### config.mk
export PLATFORM = sky130hd
export DESIGN_NAME = dpacc_unit
export DESIGN_NICKNAME = d
export VERILOG_FILES = /design/src/rtl/dpacc_pkg.sv /design/src/rtl/dpacc_decode.sv /design/src/rtl/dpacc_mul_stage.sv /design/src/rtl/dpacc_sum_stage.sv /design/src/rtl/dpacc_unit.sv
export SDC_FILE = /design/constraint.sdc
export NUM_CORES = 2
export LEC_CHECK = 0
export BUFFER_PORTS_ARGS = -buffer_cell sky130_fd_sc_hd__buf_2
export CORE_MARGIN = 5
export CORE_UTILIZATION = 35
export CTS_CLUSTER_DIAMETER = 60
export DETAILED_ROUTE_END_ITERATION = 10
export GPL_ROUTABILITY_DRIVEN = 0
export GPL_TIMING_DRIVEN = 1
export PLACE_DENSITY = 0.52
export SETUP_SLACK_MARGIN = 0.1
export SLEW_MARGIN = 20
export SYNTH_ARGS = -nofsm -noshare
export SYNTH_HDL_FRONTEND = slang
export SYNTH_SLANG_ARGS = --single-unit
### constraint.sdc
create_clock -name clk -period 14.2 [get_ports clk]
set_clock_uncertainty 0.2 [all_clocks]
set_input_delay 2.84 -clock clk [delete_from_list [all_inputs] [get_ports clk]]
set_output_delay 2.84 -clock clk [all_outputs]
set_load 0.005 [all_outputs]
### src/rtl/dpacc_pkg.sv
package dpacc_pkg;
  typedef enum logic [1:0] {
    KIND_U8  = 2'd0,
    KIND_S8  = 2'd1,
    KIND_S16 = 2'd2,
    KIND_U16 = 2'd3
  } kind_e;

  function automatic logic kind_is_byte(input logic [1:0] k);
    return (k == KIND_U8) || (k == KIND_S8);
  endfunction

  function automatic logic kind_is_signed(input logic [1:0] k);
    return (k == KIND_S8) || (k == KIND_S16);
  endfunction
endpackage

### src/rtl/dpacc_decode.sv
module dpacc_decode
  import dpacc_pkg::*;
(
  input  logic       pair_mode,
  input  logic [1:0] a_kind,
  input  logic [1:0] b_kind,
  output logic       illegal,
  output logic       a_signed,
  output logic       b_signed
);
  logic a_fits;
  logic b_fits;

  always_comb begin
    // A must be a byte kind in quad form and a halfword kind in pair form
    a_fits   = pair_mode ? !kind_is_byte(a_kind) : kind_is_byte(a_kind);
    b_fits   = kind_is_byte(b_kind);
    illegal  = !(a_fits && b_fits);
    a_signed = kind_is_signed(a_kind);
    b_signed = kind_is_signed(b_kind);
  end
endmodule

### src/rtl/dpacc_mul_stage.sv
module dpacc_mul_stage #(
  parameter int BYTE_W = 8,
  parameter int LANES  = 4,
  parameter int ACC_W  = 32
) (
  input  logic                          clk,
  input  logic                          rst,
  input  logic                          adv,
  input  logic                          in_valid,
  input  logic                          pair_mode,
  input  logic                          hi_sel,
  input  logic                          a_signed,
  input  logic                          b_signed,
  input  logic                          illegal,
  input  logic [LANES*BYTE_W-1:0]       opa,
  input  logic [LANES*BYTE_W-1:0]       opb,
  input  logic [ACC_W-1:0]              acc,
  output logic                          s1_valid,
  output logic [LANES-1:0][ACC_W-1:0]   s1_prod,
  output logic [ACC_W-1:0]              s1_acc,
  output logic                          s1_illegal,
  output logic [1:0]                    s1_variant
);
  localparam int HALVES = LANES / 2;
  localparam int HALF_W = 2 * BYTE_W;
  localparam int XW     = HALF_W + 1;
  localparam int YW     = BYTE_W + 1;
  localparam int PW     = XW + YW;

  logic [LANES-1:0][ACC_W-1:0] prod_next;
  logic                        s1_pair;

  for (genvar i = 0; i < LANES; i++) begin : g_lane
    logic [BYTE_W-1:0]     qa, qb, pb;
    logic [HALF_W-1:0]     ph;
    logic signed [XW-1:0]  x;
    logic signed [YW-1:0]  y;
    logic signed [PW-1:0]  p;

    assign qa = opa[i*BYTE_W +: BYTE_W];
    assign qb = opb[i*BYTE_W +: BYTE_W];

    if (i < HALVES) begin : g_half
      assign ph = opa[i*HALF_W +: HALF_W];
      // low select pairs with the upper byte pair, high select with the lower one
      assign pb = hi_sel ? opb[i*BYTE_W +: BYTE_W]
                         : opb[(i+HALVES)*BYTE_W +: BYTE_W];
    end else begin : g_idle
      assign ph = '0;
      assign pb = '0;
    end

    always_comb begin
      if (pair_mode) begin
        x = {a_signed & ph[HALF_W-1], ph};
        y = {b_signed & pb[BYTE_W-1], pb};
      end else begin
        x = {{(BYTE_W+1){a_signed & qa[BYTE_W-1]}}, qa};
        y = {b_signed & qb[BYTE_W-1], qb};
      end
    end

    assign p = x * y;
    assign prod_next[i] = {{(ACC_W-PW){p[PW-1]}}, p};
  end

  always_ff @(posedge clk) begin
    if (rst) s1_valid <= 1'b0;
    else if (adv) s1_valid <= in_valid;
  end

  always_ff @(posedge clk) begin
    if (adv) begin
      s1_prod    <= prod_next;
      s1_acc     <= acc;
      s1_illegal <= illegal;
      s1_variant <= {a_signed, b_signed};
      s1_pair    <= pair_mode;
    end
  end

  // pair form leaves the unused upper lanes at zero
  assert_pair_lane_R2: assert property (@(posedge clk) disable iff (rst)
    (s1_valid && s1_pair) |-> (s1_prod[LANES-1] == '0));
endmodule

### src/rtl/dpacc_sum_stage.sv
module dpacc_sum_stage #(
  parameter int LANES = 4,
  parameter int ACC_W = 32
) (
  input  logic                        clk,
  input  logic                        rst,
  input  logic                        adv,
  input  logic                        s1_valid,
  input  logic [LANES-1:0][ACC_W-1:0] s1_prod,
  input  logic [ACC_W-1:0]            s1_acc,
  input  logic                        s1_illegal,
  input  logic [1:0]                  s1_variant,
  output logic                        out_valid,
  output logic [ACC_W-1:0]            out_result,
  output logic                        out_illegal,
  output logic [1:0]                  out_variant
);
  logic [ACC_W-1:0] total;

  always_comb begin
    total = s1_acc;
    for (int k = 0; k < LANES; k++) total = total + s1_prod[k];
  end

  always_ff @(posedge clk) begin
    if (rst) out_valid <= 1'b0;
    else if (adv) out_valid <= s1_valid;
  end

  always_ff @(posedge clk) begin
    if (adv) begin
      out_result  <= s1_illegal ? '0 : total;
      out_illegal <= s1_illegal;
      out_variant <= s1_variant;
    end
  end

  assert_illegal_zero_R4: assert property (@(posedge clk) disable iff (rst)
    (out_valid && out_illegal) |-> (out_result == '0));
endmodule

### src/rtl/dpacc_unit.sv
module dpacc_unit #(
  parameter int BYTE_W = 8,
  parameter int LANES  = 4,
  parameter int ACC_W  = 32
) (
  input  logic                     clk,
  input  logic                     rst,
  input  logic                     in_valid,
  output logic                     in_ready,
  input  logic                     in_pair,
  input  logic                     in_hi,
  input  logic [1:0]               in_a_kind,
  input  logic [1:0]               in_b_kind,
  input  logic [LANES*BYTE_W-1:0]  in_a,
  input  logic [LANES*BYTE_W-1:0]  in_b,
  input  logic [ACC_W-1:0]         in_acc,
  output logic                     out_valid,
  input  logic                     out_ready,
  output logic [ACC_W-1:0]         out_result,
  output logic                     out_illegal,
  output logic [1:0]               out_variant
);
  logic                        illegal, a_signed, b_signed;
  logic                        adv;
  logic                        s1_valid, s1_illegal;
  logic [LANES-1:0][ACC_W-1:0] s1_prod;
  logic [ACC_W-1:0]            s1_acc;
  logic [1:0]                  s1_variant;

  // whole pipeline moves when the output slot is free or being drained
  assign adv      = !out_valid || out_ready;
  assign in_ready = adv;

  dpacc_decode u_dec (
    .pair_mode (in_pair),
    .a_kind    (in_a_kind),
    .b_kind    (in_b_kind),
    .illegal   (illegal),
    .a_signed  (a_signed),
    .b_signed  (b_signed)
  );

  dpacc_mul_stage #(.BYTE_W(BYTE_W), .LANES(LANES), .ACC_W(ACC_W)) u_mul (
    .clk        (clk),
    .rst        (rst),
    .adv        (adv),
    .in_valid   (in_valid),
    .pair_mode  (in_pair),
    .hi_sel     (in_hi),
    .a_signed   (a_signed),
    .b_signed   (b_signed),
    .illegal    (illegal),
    .opa        (in_a),
    .opb        (in_b),
    .acc        (in_acc),
    .s1_valid   (s1_valid),
    .s1_prod    (s1_prod),
    .s1_acc     (s1_acc),
    .s1_illegal (s1_illegal),
    .s1_variant (s1_variant)
  );

  dpacc_sum_stage #(.LANES(LANES), .ACC_W(ACC_W)) u_sum (
    .clk         (clk),
    .rst         (rst),
    .adv         (adv),
    .s1_valid    (s1_valid),
    .s1_prod     (s1_prod),
    .s1_acc      (s1_acc),
    .s1_illegal  (s1_illegal),
    .s1_variant  (s1_variant),
    .out_valid   (out_valid),
    .out_result  (out_result),
    .out_illegal (out_illegal),
    .out_variant (out_variant)
  );

  assert_latency_R6: assert property (@(posedge clk) disable iff (rst)
    (in_valid && in_ready) |=> ##1 out_valid);

  assert_hold_R7: assert property (@(posedge clk) disable iff (rst)
    (out_valid && !out_ready) |=> (out_valid && $stable(out_result)
      && $stable(out_illegal) && $stable(out_variant)));

  assert_reset_R8: assert property (@(posedge clk)
    rst |=> !out_valid);
endmodule

==> qor.txt <==
outcome -> complete, no violations
clock sink count -> 176
async set-reset flop share out of synthesis -> 0%
Hold-fix buffers, CTS -> 0
Area contributors post-synth -> sky130_fd_sc_hd__fa_1 (38%), sky130_fd_sc_hd__edfxtp_1 (20%), sky130_fd_sc_hd__ha_1 (11%)
cell depth of the worst flop-to-flop path -> 12
GRT Util Overall -> 17.82%
Synth-to-Final Area Change -> 9.179%
master cell of the clock root buffer -> sky130_fd_sc_hd__clkbuf_16
clock input transition at the sequential cells of the worst setup and hold paths -> 0.08 ns
placeable core region -> 75570 sq um
sequential-to-total area share from yosys stat -> 19.86%
post-synthesis register bit count -> 176
Net Count, Synth -> 3395
DR WL/cell -> 19.29 um
via count of the first global-routing pass -> 19860
synthesized-area fraction occupied by xor and xnor cells -> 2.940%
slew at the pin closest to its max-slew limit -> 0.9194 ns
crit path capture type -> flop
worst-case headroom to the max-slew limit -> 37.12%
minimum period implied by the final worst setup slack -> 9.685 ns
commonest non-fill, non-tap cell in the layout -> sky130_fd_sc_hd__fa_1
DRC viols -> 0
worst hold-check path type -> reg2reg
clk_lat worst skew -> 0.49 ns
number of buffers created by CTS -> 17
number of detailed-routing iterations run before antenna repair -> 5
highest clock frequency the design can meet -> 0.1033 GHz
final number of setup-violating endpoints -> 0
Overflow after GRT -> 0
Post-Synth Adder-Cell Area -> 48.62%
compound-gate portion of the synthesized area -> 7.018%
count of routing violations after the opening detailed-route iteration -> 1049
global-route wire length before repair -> 112400 um
Max-Cap Viols -> 0
net count of the finished layout -> 3509
top routing layer used -> met5
Crit path required time -> 14.23 ns
routed vias/inst -> 4.945
count of H-tree levels built during CTS -> 4
met2 wire length -> 34390 um
gate count after technology mapping -> 2557
Final HPWL DP -> 60520 um
number of antenna violations at the first check in global routing -> 5
average cell area after synthesis -> 10.37 sq um
input/output buffers -> 142
CP max stage delay -> 0.55 ns
IO Count -> 143
number of instances resized during post-cts repair -> 0
row cnt -> 101
total standard cell area after synthesis -> 26510 sq um
crit-path most repeated cell -> sky130_fd_sc_hd__fa_1
Slowest-stage cell, CP -> sky130_fd_sc_hd__o21ai_0
DRT Wirelength -> 70680 um
Simple-Gate Fraction of Synth Area -> 12.99%
TritonCTS clock tree -> yes
Yosys warning count -> 0
largest fanout on the critical path -> 48
Met1 Routed Length -> 30540 um
CP startpoint kind -> input port
flip-flop cell with the highest count after synthesis -> sky130_fd_sc_hd__edfxtp_1
setup repair bufs after CTS -> 0
library cell with the largest summed area after synthesis -> sky130_fd_sc_hd__fa_1
unrepaired setup endpoints after global routing -> false
layout cell share with drive strength beyond 1 -> 8.569%
area of the die -> 81350 sq um
worst setup path category -> in2reg
Distinct cells, synth -> 64
largest net degree at the start of global routing -> 65
initial core utilization -> 35.08%
number of vias after detailed routing -> 18120
count of nets left with antenna violations after detail routing -> 0
Max Buffers Root-to-Sink -> 2
portion of netlist area occupied by mux cells -> 1.647%
commonest non-fill, non-tap cells in the layout -> sky130_fd_sc_hd__fa_1 (497), sky130_fd_sc_hd__inv_1 (428), sky130_fd_sc_hd__nor2_1 (237), sky130_fd_sc_hd__nand2_1 (237), sky130_fd_sc_hd__ha_1 (235)
die boundary width -> 285.2 um
Period Utilization, post-route -> 68.21%
number of cells on the worst hold path -> 0
final total negative setup slack -> 0 ns
proportion of netlist area held by the largest area contributor -> 37.53%
Post-synth EDFFs -> 174
total met3 wirelength after detailed routing -> 3821 um
vertical extent of the die -> 285.2 um
number of pins with negative max-slew slack in the final report -> 0
final hold vios -> 0
arrival time reported for the critical path endpoint -> 9.72 ns
combinational family with the most area after synthesis -> adder cells
[metal layers]
| metal | global-route usage [%] | vias up |
|---|---|---|
| met5 | 0 | - |
| met4 | 5.200 | 4 |
| met3 | 4.021 | 95 |
| met2 | 30.32 | 396 |
| met1 | 22.88 | 9216 |
| li1 | - | 8409 |
[metrics by stage]
stage	setup slack, ns	hold WS (ns)	instances	util, %	cell area [sq um]
after global placement	4.137	0.2017	3630	37.49	28330
after detailed placement	3.976	0.2127	3630	37.50	28340
after CTS	4.520	0.2322	3662	38.29	28940
after floorplan	4.053	0.2003	2557	-	26510
final	4.515	0.2367	3664	38.30	28950
after global routing	4.076	0.2408	3662	38.30	28940
[critical path, delay by kind of cell]
kind	cells	cell delay, ns
AO/OA/AOI/OAI	6	1.42
adder cells (fa/ha/maj)	6	2.71
buffers and inverters	7	1.20
multiplexers	1	0.17
AND/OR/NAND/NOR	5	1.35
[cell type report]
type | count | area, sq um
fillers | 7443 | 46620
multi-input cells | 1892 | 19430
flip-flops and latches | 176 | 5265
inverters | 428 | 1607
well taps | 978 | 1224
repair buffers | 156 | 815.8
clock buffers | 17 | 425.4
clock inverters | 15 | 171.4
diodes | 2 | 5.005
[Yosys cell counts, types with 3 or more instances]
cell                        instances
sky130_fd_sc_hd__a2111o_1           3
sky130_fd_sc_hd__a2111oi_0          4
sky130_fd_sc_hd__a211oi_1          13
sky130_fd_sc_hd__a21o_1            34
sky130_fd_sc_hd__a21oi_1           72
sky130_fd_sc_hd__a31o_2             4
sky130_fd_sc_hd__a31oi_1            3
sky130_fd_sc_hd__and2_1            58
sky130_fd_sc_hd__and3_1            42
sky130_fd_sc_hd__buf_1             11
sky130_fd_sc_hd__clkbuf_1          49
sky130_fd_sc_hd__edfxtp_1         174
sky130_fd_sc_hd__fa_1             497
sky130_fd_sc_hd__ha_1             235
sky130_fd_sc_hd__inv_1            428
sky130_fd_sc_hd__mux2_2            20
sky130_fd_sc_hd__mux2i_1           20
sky130_fd_sc_hd__nand2_1          237
sky130_fd_sc_hd__nand2b_1          28
sky130_fd_sc_hd__nand3_1           18
sky130_fd_sc_hd__nand4_1            5
sky130_fd_sc_hd__nor2_1           237
sky130_fd_sc_hd__nor2b_1           61
sky130_fd_sc_hd__nor3_1            35
sky130_fd_sc_hd__nor3b_1            4
sky130_fd_sc_hd__nor4_1             3
sky130_fd_sc_hd__o211a_1            3
sky130_fd_sc_hd__o211ai_1           6
sky130_fd_sc_hd__o21a_1            25
sky130_fd_sc_hd__o21ai_0           71
sky130_fd_sc_hd__o21bai_1          12
sky130_fd_sc_hd__o31a_1             4
sky130_fd_sc_hd__o31ai_1            5
sky130_fd_sc_hd__or2_2              6
sky130_fd_sc_hd__or3_1              5
sky130_fd_sc_hd__xnor2_1           68
sky130_fd_sc_hd__xor2_1            21
[worst paths after layout]
kind,startpoint,to,slack (ns)
min reg2reg,u_mul.s1_variant[0],u_sum.out_variant[0],0.24
max reg2reg,u_mul.s1_prod[34],u_sum.out_result[30],9.19
max,in_pair,u_mul.s1_prod[25],4.51
min,u_mul.s1_variant[0],u_sum.out_variant[0],0.24
[registers in the layout, indices dropped and copies added (netlist names)]
name	count
u_sum.out_valid	1
u_mul.s1_illegal	1
u_mul.s1_acc	32
u_mul.s1_valid	1
u_sum.out_result	32
u_sum.out_illegal	1
u_mul.s1_variant	2
u_mul.s1_prod	104
u_sum.out_variant	2
[cells by family (layout without fill, tap and decap cells)]
group,after synthesis,in the layout
AO/OA/AOI/OAI,283,283
XOR/XNOR,89,89
adder cells (fa/ha/maj),732,732
buffers and inverters,489,616
flip-flops,176,176
multiplexers,41,41
other,0,2
AND/OR/NAND/NOR,747,747
Power is not shown: default switching activity piles up to over one toggle a cycle in this logic, so the estimate is an artifact.
